**config.mk**
```make
export PLATFORM = sky130hd
export DESIGN_NAME = tlbvps_top
export DESIGN_NICKNAME = d
export VERILOG_FILES = /design/src/rtl/tlbvps_pkg.sv /design/src/rtl/tlbvps_ctrl.sv /design/src/rtl/tlbvps_dpath.sv /design/src/rtl/tlbvps_top.sv
export SDC_FILE = /design/constraint.sdc
export NUM_CORES = 1
export LEC_CHECK = 0
export BUFFER_PORTS_ARGS = -buffer_cell sky130_fd_sc_hd__buf_2
export CAP_MARGIN = 20
export CORE_MARGIN = 2
export CORE_UTILIZATION = 32
export DETAILED_ROUTE_END_ITERATION = 6
export GPL_ROUTABILITY_DRIVEN = 0
export PLACE_DENSITY = 0.57
export SLEW_MARGIN = 20
export SYNTH_ARGS = -nofsm -noshare
export SYNTH_HDL_FRONTEND = slang
export SYNTH_HIERARCHICAL = 1
export SYNTH_SLANG_ARGS = --single-unit
```
**constraint.sdc**
```tcl
create_clock -name clk -period 5.1 [get_ports clk]
set_input_delay 1.53 -clock clk [delete_from_list [all_inputs] [get_ports clk]]
set_output_delay 1.53 -clock clk [all_outputs]
set_load 0.01 [all_outputs]
```
**src/rtl/tlbvps_pkg.sv**
```systemverilog
package tlbvps_pkg;

  typedef enum logic [1:0] {
    PG_4K  = 2'b00,
    PG_2M  = 2'b01,
    PG_4M  = 2'b10,
    PG_RSV = 2'b11
  } pgSize_e;

  // writable is bit 0, pat is bit 5
  typedef struct packed {
    logic pat;
    logic uncacheable;
    logic isGlobal;
    logic noExec;
    logic user;
    logic writable;
  } pteAttr_t;

  typedef struct packed {
    logic wrEn;
    logic lookEn;
  } tlbStrobe_t;

  localparam int OFF_4K = 12;
  localparam int OFF_2M = 21;
  localparam int OFF_4M = 22;

  function automatic pgSize_e normSize(input logic [1:0] code);
    case (code)
      2'b01:   return PG_2M;
      2'b10:   return PG_4M;
      default: return PG_4K;
    endcase
  endfunction

  function automatic int offBits(input pgSize_e sz);
    case (sz)
      PG_2M:   return OFF_2M;
      PG_4M:   return OFF_4M;
      default: return OFF_4K;
    endcase
  endfunction

endpackage

```
**src/rtl/tlbvps_ctrl.sv**
```systemverilog
module tlbvps_ctrl
  import tlbvps_pkg::*;
#(
  parameter int ENTRIES = 8,
  localparam int IDX_W = $clog2(ENTRIES)
) (
  input  logic             clk,
  input  logic             rstN,
  input  logic             insValid,
  input  logic             lookValid,
  output tlbStrobe_t       strobe,
  output logic [IDX_W-1:0] wrIdx
);

  logic [IDX_W-1:0] freeHead;
  logic [IDX_W-1:0] rrPtr;
  logic             allUsed;

  function automatic logic [IDX_W-1:0] stepIdx(input logic [IDX_W-1:0] p);
    return (p == IDX_W'(ENTRIES - 1)) ? '0 : p + 1'b1;
  endfunction

  assign strobe.wrEn   = insValid;
  assign strobe.lookEn = lookValid;
  assign wrIdx         = allUsed ? rrPtr : freeHead;

  always_ff @(posedge clk) begin
    if (!rstN) begin
      freeHead <= '0;
      rrPtr    <= '0;
      allUsed  <= 1'b0;
    end else if (insValid) begin
      if (allUsed) begin
        rrPtr <= stepIdx(rrPtr);
      end else begin
        freeHead <= stepIdx(freeHead);
        if (freeHead == IDX_W'(ENTRIES - 1)) allUsed <= 1'b1;
      end
    end
  end

endmodule

```
**src/rtl/tlbvps_dpath.sv**
```systemverilog
module tlbvps_dpath
  import tlbvps_pkg::*;
#(
  parameter int ENTRIES = 8,
  parameter int VA_W    = 32,
  parameter int PA_W    = 36,
  localparam int IDX_W  = $clog2(ENTRIES)
) (
  input  logic             clk,
  input  logic             rstN,
  input  tlbStrobe_t       strobe,
  input  logic [IDX_W-1:0] wrIdx,
  input  logic [VA_W-1:0]  insVaddr,
  input  logic [PA_W-1:0]  insPbase,
  input  logic [1:0]       insSize,
  input  pteAttr_t         insAttr,
  input  logic [VA_W-1:0]  lookVaddr,
  output logic             respValid,
  output logic             respHit,
  output logic [PA_W-1:0]  respPaddr,
  output logic [1:0]       respSize,
  output pteAttr_t         respAttr,
  output logic [VA_W-1:0]  respFaultVaddr
);

  logic [ENTRIES-1:0] slotValid;
  logic [VA_W-1:0]    slotTag   [ENTRIES];
  logic [PA_W-1:0]    slotBase  [ENTRIES];
  pgSize_e            slotSize  [ENTRIES];
  pteAttr_t           slotAttr  [ENTRIES];
  logic [VA_W-1:0]    slotMask  [ENTRIES];
  logic [ENTRIES-1:0] hitVec;

  function automatic logic [VA_W-1:0] vMask(input pgSize_e sz);
    return (VA_W'(1) << offBits(sz)) - VA_W'(1);
  endfunction

  pgSize_e         insSizeN;
  logic [VA_W-1:0] insMask;
  assign insSizeN = normSize(insSize);
  assign insMask  = vMask(insSizeN);

  for (genvar g = 0; g < ENTRIES; g++) begin : gSlot
    assign slotMask[g] = vMask(slotSize[g]);
    assign hitVec[g]   = slotValid[g] && ((lookVaddr & ~slotMask[g]) == slotTag[g]);
  end

  logic             anyHit;
  logic [IDX_W-1:0] hitIdx;
  always_comb begin
    anyHit = 1'b0;
    hitIdx = '0;
    for (int i = ENTRIES - 1; i >= 0; i--) begin
      if (hitVec[i]) begin
        anyHit = 1'b1;
        hitIdx = IDX_W'(i);
      end
    end
  end

  always_ff @(posedge clk) begin
    if (!rstN) begin
      slotValid <= '0;
      for (int i = 0; i < ENTRIES; i++) begin
        slotTag[i]  <= '0;
        slotBase[i] <= '0;
        slotSize[i] <= PG_4K;
        slotAttr[i] <= '0;
      end
    end else if (strobe.wrEn) begin
      slotValid[wrIdx] <= 1'b1;
      slotTag[wrIdx]   <= insVaddr & ~insMask;
      slotBase[wrIdx]  <= insPbase & ~PA_W'(insMask);
      slotSize[wrIdx]  <= insSizeN;
      slotAttr[wrIdx]  <= insAttr;
    end
  end

  always_ff @(posedge clk) begin
    if (!rstN || !strobe.lookEn) begin
      respValid      <= 1'b0;
      respHit        <= 1'b0;
      respPaddr      <= '0;
      respSize       <= 2'b00;
      respAttr       <= '0;
      respFaultVaddr <= '0;
    end else begin
      respValid <= 1'b1;
      respHit   <= anyHit;
      if (anyHit) begin
        respPaddr      <= slotBase[hitIdx] | PA_W'(lookVaddr & slotMask[hitIdx]);
        respSize       <= slotSize[hitIdx];
        respAttr       <= slotAttr[hitIdx];
        respFaultVaddr <= '0;
      end else begin
        respPaddr      <= '0;
        respSize       <= 2'b00;
        respAttr       <= '0;
        respFaultVaddr <= lookVaddr;
      end
    end
  end

endmodule

```
**src/rtl/tlbvps_top.sv**
```systemverilog
module tlbvps_top
  import tlbvps_pkg::*;
#(
  parameter int ENTRIES = 8,
  parameter int VA_W    = 32,
  parameter int PA_W    = 36
) (
  input  logic            clk,
  input  logic            rstN,
  input  logic            insValid,
  input  logic [VA_W-1:0] insVaddr,
  input  logic [PA_W-1:0] insPbase,
  input  logic [1:0]      insSize,
  input  logic [5:0]      insAttr,
  input  logic            lookValid,
  input  logic [VA_W-1:0] lookVaddr,
  output logic            respValid,
  output logic            respHit,
  output logic [PA_W-1:0] respPaddr,
  output logic [1:0]      respSize,
  output logic [5:0]      respAttr,
  output logic [VA_W-1:0] respFaultVaddr
);

  localparam int IDX_W = $clog2(ENTRIES);

  tlbStrobe_t       strobe;
  logic [IDX_W-1:0] wrIdx;
  pteAttr_t         attrOut;

  tlbvps_ctrl #(.ENTRIES(ENTRIES)) u_ctrl (
    .clk       (clk),
    .rstN      (rstN),
    .insValid  (insValid),
    .lookValid (lookValid),
    .strobe    (strobe),
    .wrIdx     (wrIdx)
  );

  tlbvps_dpath #(.ENTRIES(ENTRIES), .VA_W(VA_W), .PA_W(PA_W)) u_dpath (
    .clk            (clk),
    .rstN           (rstN),
    .strobe         (strobe),
    .wrIdx          (wrIdx),
    .insVaddr       (insVaddr),
    .insPbase       (insPbase),
    .insSize        (insSize),
    .insAttr        (pteAttr_t'(insAttr)),
    .lookVaddr      (lookVaddr),
    .respValid      (respValid),
    .respHit        (respHit),
    .respPaddr      (respPaddr),
    .respSize       (respSize),
    .respAttr       (attrOut),
    .respFaultVaddr (respFaultVaddr)
  );

  assign respAttr = attrOut;

endmodule

```
# Word-level counts from Yosys, hierarchy flattened
# Memories as Yosys holds them, arrays and structs flattened. A register that Yosys moved wholly into a read port is not among the register bits.
# Index checks and enable logic that the tools add are counted.
[op_classes] add_sub_neg=11 multipliers=0 div_mod_pow=0 order_cmp=3 n_eq_ne=30 shift=9 n_mux=53 n_bitwise=26 n_reduce_logical=20
[op_table] op="AND 32 bit" count=10
[op_table] op="inverter 32 bit" count=9
[op_table] op="left shift 1 x 5 -> 32 bit (first input constant)" count=9
[op_table] op="subtractor 32 x 2 -> 32 bit (second input constant)" count=9
[op_table] op="== test 32 bit" count=8
[op_table] op="binary-select mux 32 bit (select 3 bit)" count=1
[op_table] op="2-to-1 mux 32 bit" count=3
[op_table] op="one-hot mux 5 bit (2 select lines)" count=9
[op_table] op="2-to-1 mux 3 bit" count=15
[op_table] op="AND 36 bit" count=1
[op_table] op="2-to-1 mux 36 bit" count=1
[op_table] op="inverter 32 -> 36 bit" count=1
[op_table] op="OR 36 bit" count=1
[op_table] op="OR reduction 36 bit" count=1
[op_table] op="OR reduction 32 bit" count=1
[op_table] op="== test 2 x 1 -> 1 bit (second input constant)" count=10
[op_table] op="== test 2 bit (second input constant)" count=10
[op_table] op="2-to-1 mux 1 bit" count=20
[op_table] op="logical AND 1 bit" count=9
[op_table] op="OR 8 bit" count=1
[op_table] op="adder 3 x 1 -> 3 bit (second input constant)" count=2
[op_table] op="== test 3 bit (second input constant)" count=2
[op_table] op="2-to-1 mux 6 bit" count=1
[op_table] op="OR reduction 2 bit" count=3
[op_table] op="12 further kinds" count=15
[totals] ff_bits=85 latchBits=0 ramBits=608 mem_bits_ro=0 in_bits=112 wordCells=164 mem_count=4
[mem_list] memory="u_dpath.slotBase" depth=8 word_bits=36 rd=1 rd_ports_with_merged_regs=0 write_ports=8 line="tlbvps_dpath.sv:28" text="logic [PA_W-1:0] slotBase [ENTRIES];"
[mem_list] memory="u_dpath.slotTag" depth=8 word_bits=32 rd=8 rd_ports_with_merged_regs=0 write_ports=8 line="tlbvps_dpath.sv:27" text="logic [VA_W-1:0] slotTag [ENTRIES];"
[mem_list] memory="u_dpath.slotAttr" depth=8 word_bits=6 rd=1 rd_ports_with_merged_regs=1 write_ports=8 line="tlbvps_dpath.sv:30" text="pteAttr_t slotAttr [ENTRIES];"
[mem_list] memory="u_dpath.slotSize" depth=8 word_bits=2 rd=9 rd_ports_with_merged_regs=1 write_ports=8 line="tlbvps_dpath.sv:29" text="pgSize_e slotSize [ENTRIES];"

# Logic depth before layout (Yosys ltp)
# Gate-level depths: netlist (run 1).
# An unclocked memory read counts as a cell.
[logic_depth] ltp_word=23 depth_mapped=17

# Cells and area by module
# Netlist (run 1), hierarchy kept.
[by_module_without_submodules] mod="tlbvps_dpath" instances=1 cells_each=2323 area_each_um2=28551.1
[by_module_without_submodules] mod="tlbvps_ctrl" instances=1 cells_each=37 area_each_um2=380.4

# Worst setup path after synthesis (run 1)
# No wires, ideal clock.
[synth_timing] kind="input to register" from="in rstN" to="mem u_dpath/slotAttr[6][0] in the netlist's numbering (enable)" setup_time_ns=0.428 arrival_time_ns=4.094 t_required_ns=4.672 path_slack_ns=0.579 path_stages=6 path_buffers=3 path_cell_list="clkbuf_1 -> nand3_1 -> or2_2 -> clkbuf_1 -> clkbuf_1 -> nand2_1"
[synth_lines] element="from (decl)" line="tlbvps_top.sv:9" text="input logic rstN,"
[synth_lines] element="to (decl)" line="tlbvps_dpath.sv:30"

# Final worst setup path (run 1)
[layout_timing] from="in lookVaddr[28]" to="reg u_dpath.respPaddr[22]"
[layout_between] elab_chain_cells=17 elab_cells_between_ends=49 classes_between="8 x eq/ne; 19 x mux; 12 x bitwise; 9 x reduce/logical; 1 x memory"
[layout_rtl] element="from (decl)" line="tlbvps_top.sv:16" text="input logic [VA_W-1:0] lookVaddr,"
[layout_rtl] element="AND 32 bit" line="tlbvps_dpath.sv:45" text="assign hitVec[g] = slotValid[g] && ((lookVaddr & ~slotMask[g]) == slotTag[g]);"
[layout_rtl] element="== test 32 bit" line="tlbvps_dpath.sv:45"
[layout_rtl] element="logical AND 1 bit" line="tlbvps_dpath.sv:45"
[layout_rtl] element="2-to-1 mux 3 bit (8 in series)" line="tlbvps_dpath.sv:54" text="if (hitVec[i]) begin"
[layout_rtl] element="inverter 3 -> 4 bit (implied by the code)" line="tlbvps_dpath.sv:91" text="respPaddr <= slotBase[hitIdx] | PA_W'(lookVaddr & slotMask[hitIdx]);"
[layout_rtl] element="binary-select mux 32 bit (select 3 bit)" line="tlbvps_dpath.sv:91"
[layout_rtl] element="2-to-1 mux 32 bit (implied by the code) (2 in series)" line="tlbvps_dpath.sv:91"
[layout_rtl] element="AND 32 bit" line="tlbvps_dpath.sv:91"
[layout_rtl] element="OR 36 bit" line="tlbvps_dpath.sv:91"
[layout_rtl] element="to (signal assigned)" line="tlbvps_dpath.sv:91"
[layout_rtl] element="to (decl)" line="tlbvps_dpath.sv:20" text="output logic [PA_W-1:0] respPaddr,"
# Several ways; a longest one is shown, not always the timed one. The select of a mux whose other input is x is not followed.
# A chain may end at the register's enable or synchronous reset.

==> results of run 1 <==
## cells in the final DEF, fill, tap and decap left out, types with 81 or more instances in the layout
cell / netlist / final
edfxtp_1: 544 / 544
nor2_1: 331 / 327
and2_1: 218 / 218
buf_2: 29 / 179
mux2i_1: 131 / 131
nand2_1: 131 / 123
buf_4: 14 / 94
dfxtp_1: 93 / 93
xnor2_1: 81 / 81
## state kept, by name, indices dropped and copies added, names as in the netlist, 2 cells and up
signal	count
u_dpath/respSize	2
u_dpath/slotAttr	48
u_dpath/slotSize	16
u_dpath/respAttr	6
u_ctrl/freeHead	3
u_dpath/slotTag	224
u_dpath/slotBase	256
u_ctrl/rrPtr	3
u_dpath/slotValid	8
u_dpath/respPaddr	36
u_dpath/respFaultVaddr	32
## synth_stat cells, types with 22 or more instances
cell type  number
xor2_1         37
and3_1         74
a21oi_1        46
nor2_1        331
buf_2          29
mux2i_1       131
clkbuf_1       86
nand2_1       131
xnor2_1        81
a211oi_1       44
ha_1           30
nand4_1        51
and2_1        218
inv_1          30
a22oi_1        23
nor2b_1        67
dfxtp_1        93
nand3_1        22
a22o_1         25
edfxtp_1      544
## report_power, final
part           switching, µW  leakage (µW)  internal, µW  total (µW)
sequential              79.6       0.00638          5860        5940
clock                   2110       0.00110          2850        4960
combinational            575       0.00543           272         847
total                   2770        0.0129          8980       11700
## path summary, 6_finish.rpt
kind / from / end / slack [ns] / cells past startpoint
min reg2reg: u_dpath/slotValid[5] / u_dpath/slotValid[5] / 0.45 / 2
min: u_dpath/slotValid[5] / u_dpath/slotValid[5] / 0.45 / 2
max: lookVaddr[28] / u_dpath/respPaddr[22] / 0.47 / 15
max reg2reg: u_dpath/slotSize[6][1] / u_dpath/respPaddr[22] / 0.69 / 13
## per-layer routing
layer / GRT usage / part of all wire / wire, µm / vias up
met5: 0 / 0.00080 / 69 / -
met4: 0.0550 / 0.026 / 2270 / 14
met3: 0.0318 / 0.069 / 5940 / 149
met2: 0.307 / 0.48 / 41300 / 744
met1: 0.241 / 0.43 / 36700 / 9664
li1: - / - / - / 8933
## critical path: stages
cell	delay, ns
buf_2	0.21
xor2_1	0.20
nor4_1	0.39
buf_4	0.23
nand4_1	0.11
buf_4	0.19
o41ai_1	0.32
nand3b_1	0.18
a31oi_4	0.25
buf_12	0.27
buf_4	0.19
mux2i_1	0.28
a31oi_1	0.08
o31ai_1	0.54
buf_4	0.21
## through the flow
stage,setup slack (ns),instances,hold slack [ns]
CTS,0.513,3826,0.446
floorplan,0.579,2375,0.416
finish,0.471,3830,0.446
global placement,-0.0725,3696,0.426
detailed placement,-0.144,3696,0.437
global route,0.327,3827,0.464
## final cells by class
type	count	area [µm²]
clock inverters	23	190
flip-flops and latches	637	18200
fillers	8600	55600
repair buffers	300	2140
diodes	4	10.0
well taps	1176	1470
multi-input cells	1552	10100
inverters	31	116
clock buffers	107	2050
## kinds of logic after synthesis
kind of cell	Yosys count	synth area share
AND/OR/NAND/NOR	993	0.177
flip-flops	637	0.629
AO/OA/AOI/OAI	256	0.0657
buffers and inverters	186	0.0309
multiplexers	138	0.0482
XOR/XNOR	118	0.0357
adder cells (fa/ha/maj)	30	0.0130
other	2	0.000260
==> results by group, run 1 <==
Floorplanning
  – Die extent in x: 305 µm
  – FP Rows: 110
  – Initial Util: 0.322
  – Core box area: 0.0899 mm²
  – Die ar.: 0.0928 mm²
  – Top Ports: 190
  – Die Y: 305 µm

Synth
  – Yosys warnings: 6
  – Synthesized flop and latch total: 637
  – Post-synthesis cell count: 2360
  – Seq/Total Area, Yosys: 0.629
  – Syn Std Cell Area: 0.0289 mm²
  – Syn_area_per_cell: 12.3 µm²
  – Post-synth cell types: 87
  – Number of synthesized flops with an enable pin: 544
  – Async SR Flop Fraction: 0
  – Synth top area share: 0.565
  – Top cells by area, synth: edfxtp_1 56%, dfxtp_1 6.4%, and2_1 4.7%
  – Cell taking the most area after synthesis: edfxtp_1
  – Post-synth top flop: edfxtp_1

CTS
  – CTS Hold Bufs: 0
  – Clock latency on the worst-skew pair: 0.64 ns
  – Clock tree sinks: 637
  – Reg clk slew, reported paths: 0.06 ns
  – Clock buffer depth: 3
  – Htree depth: 3
  – CTS tree: done
  – Root Driver: clkbuf_16
  – CTS Buf Count: 72
  – Setup Buffers After CTS: 0
  – Post-CTS resize count: 0

GRT
  – Global Route Usage Sum: 0.183
  – Initial antenna violation count: 9
  – First-pass GRT wire length: 126 mm
  – Total gr overflow: 0
  – Pin count of the biggest net entering global routing: 61
  – Vias in the first global route: 19600

Pwr
  – Static leakage power: 0.0129 µW
  – Design Power: 11700 µW
  – P per Cell Area: 343 mW/mm²
  – Worst vdd ir: 0.222 mV

Worst setup path
  – Worst Path Required: 5.67 ns
  – Endpoint type of the worst setup path: flip-flop
  – CP max FO: 25
  – Crit path kind: input pin to flip-flop
  – Arr. time, crit path: 5.20 ns
  – Startpoint types: input pin

Drt
  – Post-Route WL: 86.3 mm
  – Post-route DRC: 0
  – Vias/cell: 5.09
  – Initial detailed-routing violation count: 1950
  – Total number of vias: 19500
  – ANT nets after route: 0
  – Initial DRT Pass Iterations: 5
  – WL per Instance: 22.5 µm

Place
  – Port bufs: 179
  – Post-DP HPWL: 55.9 mm
  – Cell Area, Placed: 0.0320 mm²

STA
  – Post-layout min period: 4.63 ns
  – Clock Skews: 0.0278 ns
  – Hold Vio Cnt, Final: 0
  – Slew margin rel.: 0.370
  – Crit share post-route: 0.908
  – Setup TNS: 0 ns
  – Setup violators final: 0
  – RSZ-0062 raised after global routing: false
  – Final Slew Violations: 0
  – Fmax: 216 MHz
  – Slew @ Worst Pin: 0.942 ns

Status
  – Status: finished clean

Hold path
  – Min-delay worst type: flip-flop to flip-flop

Finish
  – Synthesis-to-finish area growth: 18.4%
  – Final non-filler cell area: 0.0343 mm²
  – NumNets Final: 2736
  – Share of cells above drive strength 1: 0.177
  – Post-layout util: 0.381

Job
  – Max Cap Violations: 0
(Power assumes the default switching activity.)
==> run 2, diff against run 1 <==
Settings changed: CORE_ASPECT_RATIO set to 0.75, CTS_BUF_LIST set to sky130_fd_sc_hd__clkbuf_4 sky130_fd_sc_hd__clkbuf_8 sky130_fd_sc_hd__clkbuf_16, RECOVER_POWER set to 25.
==> run 2 against run 1 <==
Compared with the run above: the run now ends with max-capacitance violations, max-slew violations left; first-iteration DRC count grew 4.4%; via count shrank 0.26%; sequential power is essentially flat; clock skew shrank 0.0030 ns; non-clock buffer count shrank 16; sequential share of layout area grew 0.19 points; wire length shrank 0.37%; global-route usage is essentially flat; register-to-register slack lost 0.21 ns; setup slack lost 0.19 ns; critical path type unchanged; highest routed layer unchanged.
==> results by group, run 2 (synthesis results as in run 1) <==
STA
  – Slew @ Worst Pin: 2.61 ns
  – Hold Vio Cnt, Final: 0
  – Fmax: 207 MHz
  – Slew margin rel.: -0.740
  – Post-layout min period: 4.82 ns
  – Setup violators final: 0
  – Clock Skews: 0.0248 ns
  – Crit share post-route: 0.946
  – RSZ-0062 raised after global routing: false
  – Final Slew Violations: 301

GRT
  – Initial antenna violation count: 6
  – First-pass GRT wire length: 126 mm
  – Pin count of the biggest net entering global routing: 51
  – Vias in the first global route: 19500
  – Total gr overflow: 0
  – Global Route Usage Sum: 0.182

Pwr
  – Worst vdd ir: 0.229 mV
  – P per Cell Area: 354 mW/mm²
  – Static leakage power: 0.0126 µW

Floorplanning
  – Initial Util: 0.323
  – Die Y: 264 µm
  – Die ar.: 0.0929 mm²
  – Core box area: 0.0896 mm²
  – FP Rows: 95
  – Top Ports: 190
  – Die extent in x: 351 µm

CTS
  – Clock latency on the worst-skew pair: 0.63 ns
  – Clock tree sinks: 637
  – CTS Buf Count: 69
  – CTS Hold Bufs: 0
  – Htree depth: 3
  – Reg clk slew, reported paths: 0.06 ns
  – CTS tree: done
  – Post-CTS resize count: 0
  – Root Driver: clkbuf_16
  – Setup Buffers After CTS: 0
  – Clock buffer depth: 3

Finish
  – Most frequent cells in the layout: 544 x edfxtp_1, 327 x nor2_1, 186 x and2_1, 131 x mux2i_1, 126 x nand2_1
  – Share of cells above drive strength 1: 0.151
  – Biggest regs: u_dpath/slotBase (256), u_dpath/slotTag (224), u_dpath/slotAttr (48)
  – Synthesis-to-finish area growth: 18.0%
  – Max reg flops: 256
  – Post-layout util: 0.381
  – Final non-filler cell area: 0.0341 mm²
  – NumNets Final: 2717
  – Finished Layout Cells: 3847
  – Largest reg by FF count: u_dpath/slotBase
  – Most common cell after layout, fill and taps aside: edfxtp_1

Status
  – Status: complete, but fails checks
  – Failing checks: max-capacitance violations, max-slew violations

Worst setup path
  – Crit path buf inv count: 4
  – Max incr delay on CP: 0.72 ns
  – Crit path kind: input pin to flip-flop
  – Most frequent CP cell: buf_4
  – Arr. time, crit path: 5.39 ns
  – CP max FO: 18
  – Crit-path cells: buf_2 > xor2_1 > nor4_1 > buf_4 > nand4_1 > o41ai_1 > nand3b_1 > a31oi_4 > buf_12 > mux2i_1 > a31oi_1 > o31ai_1 > buf_4
  – Startpoint types: input pin
  – Endpoint type of the worst setup path: flip-flop
  – Worst path slowest cell: o31ai_1
  – Worst Path Required: 5.67 ns
  – Family with the most delay on the worst path: compound AO/OA/AOI/OAI gates

Drt
  – Post-route DRC: 0
  – Vias/cell: 5.06
  – Post-Route WL: 86.0 mm
  – WL per Instance: 22.4 µm
  – ANT nets after route: 0
  – Total number of vias: 19500
  – Initial DRT Pass Iterations: 6
  – Initial detailed-routing violation count: 2036

Place
  – Inst Count DP: 3716
  – Post-DP HPWL: 56.6 mm
  – Port bufs: 179
  – Cell Area, Placed: 0.0319 mm²

Job
  – Max Cap Violations: 8

Hold path
  – Min-delay worst type: flip-flop to flip-flop
-- run 2: final cells by class --
type / count / area, µm²
Antenna cell: 4 / 10.0
Sequential cell: 637 / 18200
Clock buffer: 102 / 2130
Multi-Input combinational cell: 1552 / 10000
Clock inverter: 25 / 304
Inverter: 31 / 116
Tap cell: 1212 / 1520
Fill cell: 8638 / 55500
Timing Repair Buffer: 284 / 1840
-- run 2: through the flow --
| step | setup slack [ns] | total power (µW) | hold WS (ns) | setup TNS (ns) |
|---|---|---|---|---|
| detailed placement | -0.178 | 6900 | 0.432 | -0.178 |
| global route | 0.247 | 12400 | 0.476 | 0 |
| CTS | 0.410 | 12200 | 0.442 | 0 |
| finish | 0.277 | 12100 | 0.445 | 0 |
| global placement | -0.201 | 6870 | 0.425 | -0.201 |
| floorplan | 0.579 | 6500 | 0.416 | 0 |
-- run 2: worst min-delay path: stages, from the launching register on --
cell     delay, ns
dfxtp_1       0.31
nand2_1       0.05
nand2_1       0.05
-- run 2: metal layers --
metal | wire (µm) | track usage | part of all wire
met1 | 38500 | 0.258 | 0.45
met2 | 39700 | 0.292 | 0.46
met3 | 6050 | 0.0305 | 0.070
met4 | 1730 | 0.0427 | 0.020
met5 | 23 | 0 | 0.00027
-- run 2: worst paths after layout --
kind / start / end / slack (ns) / cells after the start
max: lookVaddr[28] / u_dpath/respPaddr[22] / 0.28 / 13
min: u_dpath/slotValid[0] / u_dpath/slotValid[0] / 0.45 / 2
max reg2reg: u_dpath/slotSize[7][1] / u_dpath/respPaddr[22] / 0.48 / 13
min reg2reg: u_dpath/slotValid[0] / u_dpath/slotValid[0] / 0.45 / 2
-- run 2: power breakdown --
part / total [µW] / leakage (µW) / switching (µW) / internal [µW]
Clock: 5290 / 0.00121 / 2160 / 3130
Sequential: 5940 / 0.00638 / 78.3 / 5860
Combinational: 846 / 0.00501 / 585 / 262
